--- src/rtl/bps_pkg.sv ---
`timescale 1ns/1ps
package bps_pkg;
    localparam int STAT_W    = 16;
    localparam int BYTE_W    = 8;
    localparam int NUM_BYTES = STAT_W / BYTE_W;
    localparam int NUM_FLAGS = 6;

    // flag index -> register bit position
    localparam int FL_UP_PERR  = 0;
    localparam int FL_DN_SERR  = 1;
    localparam int FL_RX_MABT  = 2;
    localparam int FL_RX_TABT  = 3;
    localparam int FL_SIG_TABT = 4;
    localparam int FL_UP_MPERR = 5;

    localparam logic [STAT_W-1:0] FIXED_ONES = 16'h0080;

    function automatic int flag_pos(input int idx);
        int pos;
        case (idx)
            FL_UP_PERR:  pos = 15;
            FL_DN_SERR:  pos = 14;
            FL_RX_MABT:  pos = 13;
            FL_RX_TABT:  pos = 12;
            FL_SIG_TABT: pos = 11;
            default:     pos = 8;
        endcase
        return pos;
    endfunction

    function automatic logic [STAT_W-1:0] writable_mask();
        logic [STAT_W-1:0] m;
        m = '0;
        for (int i = 0; i < NUM_FLAGS; i++) m[flag_pos(i)] = 1'b1;
        return m;
    endfunction

    typedef enum logic [1:0] {
        SERR_IDLE = 2'd0,
        SERR_FIRE = 2'd1,
        SERR_HOLD = 2'd2
    } serr_state_e;
endpackage

--- src/rtl/bps_flag_cell.sv ---
`timescale 1ns/1ps
module bps_flag_cell (
    input  logic clk,
    input  logic rst_n,
    input  logic set_i,
    input  logic clr_i,
    output logic flag_o
);
    // set has priority over a same-cycle clear
    always_ff @(posedge clk or negedge rst_n) begin
        if (!rst_n)      flag_o <= 1'b0;
        else if (set_i)  flag_o <= 1'b1;
        else if (clr_i)  flag_o <= 1'b0;
    end
endmodule

--- src/rtl/bps_wr_decode.sv ---
`timescale 1ns/1ps
module bps_wr_decode
    import bps_pkg::*;
#(
    parameter int                ADDR_W     = 8,
    parameter logic [ADDR_W-1:0] REG_OFFSET = 8'h06
) (
    input  logic                 cfg_wr,
    input  logic [ADDR_W-1:0]    cfg_addr,
    input  logic [NUM_BYTES-1:0] cfg_be,
    input  logic [STAT_W-1:0]    cfg_wdata,
    output logic                 addr_hit,
    output logic [STAT_W-1:0]    clr_mask
);
    localparam int WORD_LSB = $clog2(NUM_BYTES);

    logic wr_hit;
    logic unused_addr_lsb;

    assign addr_hit        = (cfg_addr[ADDR_W-1:WORD_LSB] == REG_OFFSET[ADDR_W-1:WORD_LSB]);
    assign wr_hit          = cfg_wr & addr_hit;
    assign unused_addr_lsb = ^cfg_addr[WORD_LSB-1:0];

    for (genvar b = 0; b < NUM_BYTES; b++) begin : g_byte
        assign clr_mask[b*BYTE_W +: BYTE_W] =
            {BYTE_W{wr_hit & cfg_be[b]}} & cfg_wdata[b*BYTE_W +: BYTE_W];
    end
endmodule

--- src/rtl/bps_serr_fsm.sv ---
`timescale 1ns/1ps
module bps_serr_fsm
    import bps_pkg::*;
(
    input  logic clk,
    input  logic rst_n,
    input  logic cond_i,
    input  logic route_smi_i,
    output logic nmi_o,
    output logic smi_o
);
    serr_state_e state_q, state_d;

    always_ff @(posedge clk or negedge rst_n) begin
        if (!rst_n) state_q <= SERR_IDLE;
        else        state_q <= state_d;
    end

    always_comb begin
        state_d = state_q;
        unique case (state_q)
            SERR_IDLE: if (cond_i) state_d = SERR_FIRE;
            SERR_FIRE: state_d = cond_i ? SERR_HOLD : SERR_IDLE;
            SERR_HOLD: if (!cond_i) state_d = SERR_IDLE;
            default:   state_d = SERR_IDLE;
        endcase
    end

    always_comb begin
        nmi_o = 1'b0;
        smi_o = 1'b0;
        unique case (state_q)
            SERR_FIRE: begin
                if (route_smi_i) smi_o = 1'b1;
                else             nmi_o = 1'b1;
            end
            SERR_IDLE, SERR_HOLD: ;
            default: ;
        endcase
    end
endmodule

--- src/rtl/bridge_pri_status.sv ---
`timescale 1ns/1ps
module bridge_pri_status
    import bps_pkg::*;
#(
    parameter int                ADDR_W     = 8,
    parameter logic [ADDR_W-1:0] REG_OFFSET = 8'h06
) (
    input  logic                 clk,
    input  logic                 rst_n,
    input  logic [ADDR_W-1:0]    cfg_addr,
    input  logic                 cfg_wr,
    input  logic [NUM_BYTES-1:0] cfg_be,
    input  logic [STAT_W-1:0]    cfg_wdata,
    output logic [STAT_W-1:0]    cfg_rdata,
    input  logic                 cmd_perr_resp,
    input  logic                 cmd_serr_en,
    input  logic                 route_nmi_to_smi,
    input  logic                 up_parity_err,
    input  logic                 dn_parity_err,
    input  logic                 up_rx_master_abort,
    input  logic                 up_rx_target_abort,
    input  logic                 up_sig_target_abort,
    output logic                 serr_nmi,
    output logic                 serr_smi,
    output logic                 rx_tabort_flag
);
    localparam logic [STAT_W-1:0] WR_MASK = writable_mask();

    logic                 addr_hit;
    logic [STAT_W-1:0]    clr_mask;
    logic [NUM_FLAGS-1:0] set_vec;
    logic [NUM_FLAGS-1:0] flag_q;
    logic [STAT_W-1:0]    status_q;
    logic                 serr_cond;
    logic                 unused_clr_bits;

    bps_wr_decode #(
        .ADDR_W     (ADDR_W),
        .REG_OFFSET (REG_OFFSET)
    ) i_decode (
        .cfg_wr    (cfg_wr),
        .cfg_addr  (cfg_addr),
        .cfg_be    (cfg_be),
        .cfg_wdata (cfg_wdata),
        .addr_hit  (addr_hit),
        .clr_mask  (clr_mask)
    );

    // hardwired bits accept writes and discard them
    assign unused_clr_bits = ^(clr_mask & ~WR_MASK);

    always_comb begin
        set_vec              = '0;
        set_vec[FL_UP_PERR]  = up_parity_err;
        set_vec[FL_DN_SERR]  = dn_parity_err & cmd_perr_resp;
        set_vec[FL_RX_MABT]  = up_rx_master_abort;
        set_vec[FL_RX_TABT]  = up_rx_target_abort;
        set_vec[FL_SIG_TABT] = up_sig_target_abort;
        set_vec[FL_UP_MPERR] = up_parity_err & cmd_perr_resp;
    end

    for (genvar i = 0; i < NUM_FLAGS; i++) begin : g_flag
        localparam int POS = flag_pos(i);
        bps_flag_cell i_cell (
            .clk    (clk),
            .rst_n  (rst_n),
            .set_i  (set_vec[i]),
            .clr_i  (clr_mask[POS]),
            .flag_o (flag_q[i])
        );
    end

    always_comb begin
        status_q = FIXED_ONES;
        for (int i = 0; i < NUM_FLAGS; i++) status_q[flag_pos(i)] = flag_q[i];
    end

    assign cfg_rdata      = addr_hit ? status_q : '0;
    assign rx_tabort_flag = flag_q[FL_RX_TABT];
    assign serr_cond      = dn_parity_err & cmd_perr_resp & cmd_serr_en;

    bps_serr_fsm i_serr (
        .clk         (clk),
        .rst_n       (rst_n),
        .cond_i      (serr_cond),
        .route_smi_i (route_nmi_to_smi),
        .nmi_o       (serr_nmi),
        .smi_o       (serr_smi)
    );
endmodule

--- config.mk ---
export PLATFORM = sky130hd
export DESIGN_NAME = bridge_pri_status
export DESIGN_NICKNAME = d
export VERILOG_FILES = /design/src/rtl/bps_pkg.sv /design/src/rtl/bps_flag_cell.sv /design/src/rtl/bps_wr_decode.sv /design/src/rtl/bps_serr_fsm.sv /design/src/rtl/bridge_pri_status.sv
export SDC_FILE = /design/constraint.sdc
export NUM_CORES = 1
export LEC_CHECK = 0
export ABC_CLOCK_PERIOD_IN_PS = 1500
export BUFFER_PORTS_ARGS = -buffer_cell sky130_fd_sc_hd__buf_2
export CORE_MARGIN = 2
export CORE_UTILIZATION = 29
export DETAILED_ROUTE_END_ITERATION = 8
export PLACE_DENSITY_LB_ADDON = 0.08
export SKIP_LAST_GASP = 1
export SLEW_MARGIN = 20
export SYNTH_ARGS = -nofsm -noshare
export SYNTH_HDL_FRONTEND = slang
export SYNTH_SLANG_ARGS = --single-unit
--- constraint.sdc ---
create_clock -name clk -period 1.5 [get_ports clk]
set_input_delay 0.225 -clock clk [delete_from_list [all_inputs] [get_ports clk]]
set_output_delay 0.225 -clock clk [all_outputs]
set_load 0.03 [all_outputs]
== After elaboration in Yosys (flattened, before gate mapping) ==
Cells that the tools add are included.

* Flip-flop bits (word level): 8
* Input bits: 37
* Output and inout bits: 19
* Word-level logic and storage cells: 47

* Equal/unequal tests: 5
* Mux-type cells: 21
* Bitwise logic cells: 6
* Reduce and logical (&&, ||, !) cells: 8

{| class="wikitable"
|+ Operators by type and width
! kind !! count
|-
| $mux W1 || 16
|-
| $mux W16 || 1
|-
| $reduce_bool A2 Y1 || 6
|-
| $and A8 B8 Y8 || 1
|-
| $eq A7 B2 Y1 const B || 1
|-
| $mux W2 || 3
|-
| $pmux W2 S3 || 1
|-
| $and A1 B1 Y1 || 5
|-
| $eq A2 B1 Y1 const B || 1
|-
| $eq A2 B2 Y1 const B || 1
|-
| $logic_not A2 Y1 || 1
|-
| $ne A2 B1 Y1 const B || 1
|-
| $ne A2 B2 Y1 const B || 1
|-
| $reduce_and A2 Y1 || 1
|}

== Longest topological paths before layout ==
* Word-level depth: 6
* Gate-level depth with buffers: 4
* Depth with buffers taken out: 3

== Cells and area by module ==
A second synthesis with hierarchy kept.

* Cells, all modules: 87
* Area, all modules: 720.7 µm²

{| class="wikitable"
|+ By module, submodules not included
! module !! times used !! cells each !! area each (µm²)
|-
| bps_wr_decode || 1 || 42 || 277.8
|-
| bps_flag_cell || 6 || 3 || 36.3
|-
| bridge_pri_status || 1 || 20 || 135.1
|-
| bps_serr_fsm || 1 || 7 || 90.1
|}

== Worst setup path before layout ==
Ideal clock, no wire load.

* Kind: input port to output port
* Start: in cfg_addr[3]
* End: out cfg_rdata[12]
* Arrival: 1.398 ns
* Data required time: 1.275 ns
* Slack: -0.123 ns
* Stages on the path: 4
* Path through: or4_4 nor3_4 buf_6 and2_1

* Longest elaborated chain between the ends: 2

{| class="wikitable"
|+ RTL lines
! element !! RTL line !! source
|-
| from (decl) || bridge_pri_status.sv:10 || <nowiki>input logic [ADDR_W-1:0] cfg_addr,</nowiki>
|-
| $eq A7 B2 Y1 || bps_wr_decode.sv:20 || <nowiki>assign addr_hit = (cfg_addr[ADDR_W-1:WORD_LSB] == REG_OFFSET[ADDR_W-1:WORD_LSB]);</nowiki>
|-
| net addr_hit || bridge_pri_status.sv:29 || <nowiki>logic addr_hit;</nowiki>
|-
| $mux W16 || bridge_pri_status.sv:78 || <nowiki>assign cfg_rdata = addr_hit ? status_q : '0;</nowiki>
|-
| to (decl) || bridge_pri_status.sv:14 || <nowiki>output logic [STAT_W-1:0] cfg_rdata,</nowiki>
|}

The timed path passes the listed nets, and every way through them passes these cells.

== Worst setup path after layout ==
* Start: in cfg_addr[3]
* End: out cfg_rdata[12]

* Longest elaborated chain between the ends: 2

{| class="wikitable"
|+ RTL lines
! element !! RTL line
|-
| $eq A7 B2 Y1 || bps_wr_decode.sv:20
|-
| $mux W16 || bridge_pri_status.sv:78
|}

No other way between the ends.

==> impl_metrics.ini <==
[outcome]
status = complete, but fails checks
violations = setup timing

[clocking]
cts_buffers = 3
cts.sinks = 8
ctsRootBufferMaster = clkbuf_4
h-tree-depth = 1
cts_tree = yes
clock_latency_ns = 0.24
cts_buffer_depth = 2
cts.clk_slew.worst_paths_ns = 0.05

[layout]
final_cell_mix = buf_2 (25), buf_6 (11), conb_1 (9), a21oi_1 (8), dfrtp_1 (8)
finish.utilization = 0.506
fin_nets = 134
diodes = 0
mostFrequentLayoutCell = buf_2
syn2layout_area_growth_pct = 58.1
drive_gt1_frac = 0.537

[placed_design]
port_buffers = 34
gp_congestion = 0.595
hpwl_um = 894

[die]
dieArea_sq_um = 2070
ios = 56
die_h_um = 45.5
core-area_sq_um = 1560
fp.dieW_um = 45.5
start_util = 0.320
rows = 14

[sta]
hold_viol_final = 0
fmax_ghz = 0.591
rsz0062_at_grt = true
period_share = 1.13
finalWorstSetupSlack_ns = -0.193
fin_skew_ns = 0.000129
slew_violations = 0
period_needed_ns = 1.69
finalSetupViolCount = 7

[synthesis]
synth-seq-cells = 8
ys_seq_area_frac = 0.401
syn_area_per_cell_sq_um = 9.24
yosys_warnings = 0
synth-compound-area-share = 0.105
synth_cells = 54
synthDistinctLibCells = 16
synth-xor-area-share = 0.0175
synth-simple-area-share = 0.296
yosys.area_share.adder = 0
synth_area_sq_um = 499
synth_top_family_by_area = simple AND/OR/NAND/NOR gates
synthMuxAreaShare = 0

[global_route]
globalRoute.totalOverflow = 0
grt_use_total = 0.124
grt_pass1_vias = 442
antenna_found_initial = 0
grt_start_max_net_pins = 9
grt_pass1_wl_um = 1800

[drt]
routed_wl_um = 1130
via_per_inst = 4.43
wl_per_cell_um = 10.2
firstDrtPassIters = 3
via_count = 492
dr.first_iter.drc_count = 5
remaining_drc_errors = 0
antenna_left = 0

[worst_setup_path]
cp.required_ns = 1.27
crit_path_start_kind = input port
arrival_ns = 1.47
worstSetupEndpointType = output port
crit_type = input port to output port
worstPathMaxFanout = 5

[power]
irDropWorstVdd_mv = 0.498
p_leak_nw = 0.392
powerDensity_nw_per_um2 = 604
power_uw = 477

[hold_path]
hold_class = input port to flop

[run]
cap_violations = 0
## repair_timing
action | CTS | global route
pin swaps | 5 | 3
endpoints found under the setup margin | 7 | 7
resized for setup | 19 | 2
buffers inserted | 1 | 1
hold buffers | 1 | 0
hold endpoints to repair | 8 | 0
## stage by stage
step / setup TNS (ns) / cells / cell area, sq um / hold WS, ns / setup WS [ns]
2_1_floorplan: -0.0515 / 62 / 541 / -0.0706 / -0.0195
3_3_place_gp: -1.57 / 105 / 674 / 0.0835 / -0.244
3_5_place_dp: -1.72 / 105 / 674 / 0.0806 / -0.264
4_1_cts: -1.47 / 110 / 772 / 0.155 / -0.227
5_1_grt: -1.53 / 111 / 790 / 0.146 / -0.229
6_report: -1.28 / 111 / 790 / 0.159 / -0.193
## power breakdown
group	switching [mW]	total (mW)	internal [mW]	leakage, nW
clock network	0.0653	0.156	0.0910	0.0138
logic	0.0613	0.101	0.0396	0.298
registers	0.00168	0.219	0.218	0.0800
## synthesized netlist by cell type (all sizes together)
| master | count | area, sq um |
|---|---|---|
| nor3 | 2 | 21.3 |
| nand2 | 2 | 7.51 |
| nor3b | 5 | 37.5 |
| dfrtp | 8 | 200 |
| conb | 1 | 3.75 |
| a31oi | 2 | 12.5 |
| or4 | 1 | 11.3 |
| and2 | 6 | 37.5 |
| a21oi | 8 | 40.0 |
| and3b | 1 | 8.76 |
| nor2 | 5 | 18.8 |
| buf | 11 | 86.3 |
| xnor2 | 1 | 8.76 |
| nand3 | 1 | 5.00 |
## path summary, 6_finish.rpt
kind	from	endpoint	slack (ns)	cells after the start
worst max register to register	i_serr.state_q[0]	i_serr.state_q[1]	0.76	2
worst min-delay path	cfg_wdata[14]	g_flag[1].i_cell.flag_o	0.16	2
worst min register to register	i_serr.state_q[0]	i_serr.state_q[0]	0.50	1
max in group asynchronous	rst_n	i_serr.state_q[0]	0.97	2
min in group asynchronous	rst_n	g_flag[3].i_cell.flag_o	0.36	2
worst max-delay path	cfg_addr[3]	cfg_rdata[12]	-0.19	6
## cell families (layout without fill, tap and decap cells)
logic type / after synthesis / after routing
AND/OR/NAND/NOR: 23 / 23
buffers and inverters: 11 / 44
AO/OA/AOI/OAI: 10 / 10
flip-flops: 8 / 8
other: 1 / 9
XOR/XNOR: 1 / 1
## sequential cells by signal, indices dropped and copies added (netlist names)
signal and count:
i_serr.state_q 2, g_flag.i_cell.flag_o 6
## per-layer routing
metal	track usage	share of wire	up-vias
met5	0	0	-
met4	0.0706	0.012	0
met3	0.0317	0.10	2
met2	0.200	0.47	27
met1	0.149	0.42	215
li1	-	-	248
## layout make-up
class / count / area, sq um
flip-flops and latches: 8 / 200
multi-input cells: 43 / 258
clock buffers: 3 / 22.5
repair buffers: 41 / 289
fillers: 165 / 769
well taps: 16 / 20.0
## worst max-delay path, cell delays in order
cell and delay (ns):
buf_6 0.09, or4_4 0.53, nor3_4 0.22, buf_6 0.14, and2_4 0.13, buf_6 0.12
(Power assumes the default switching activity.)
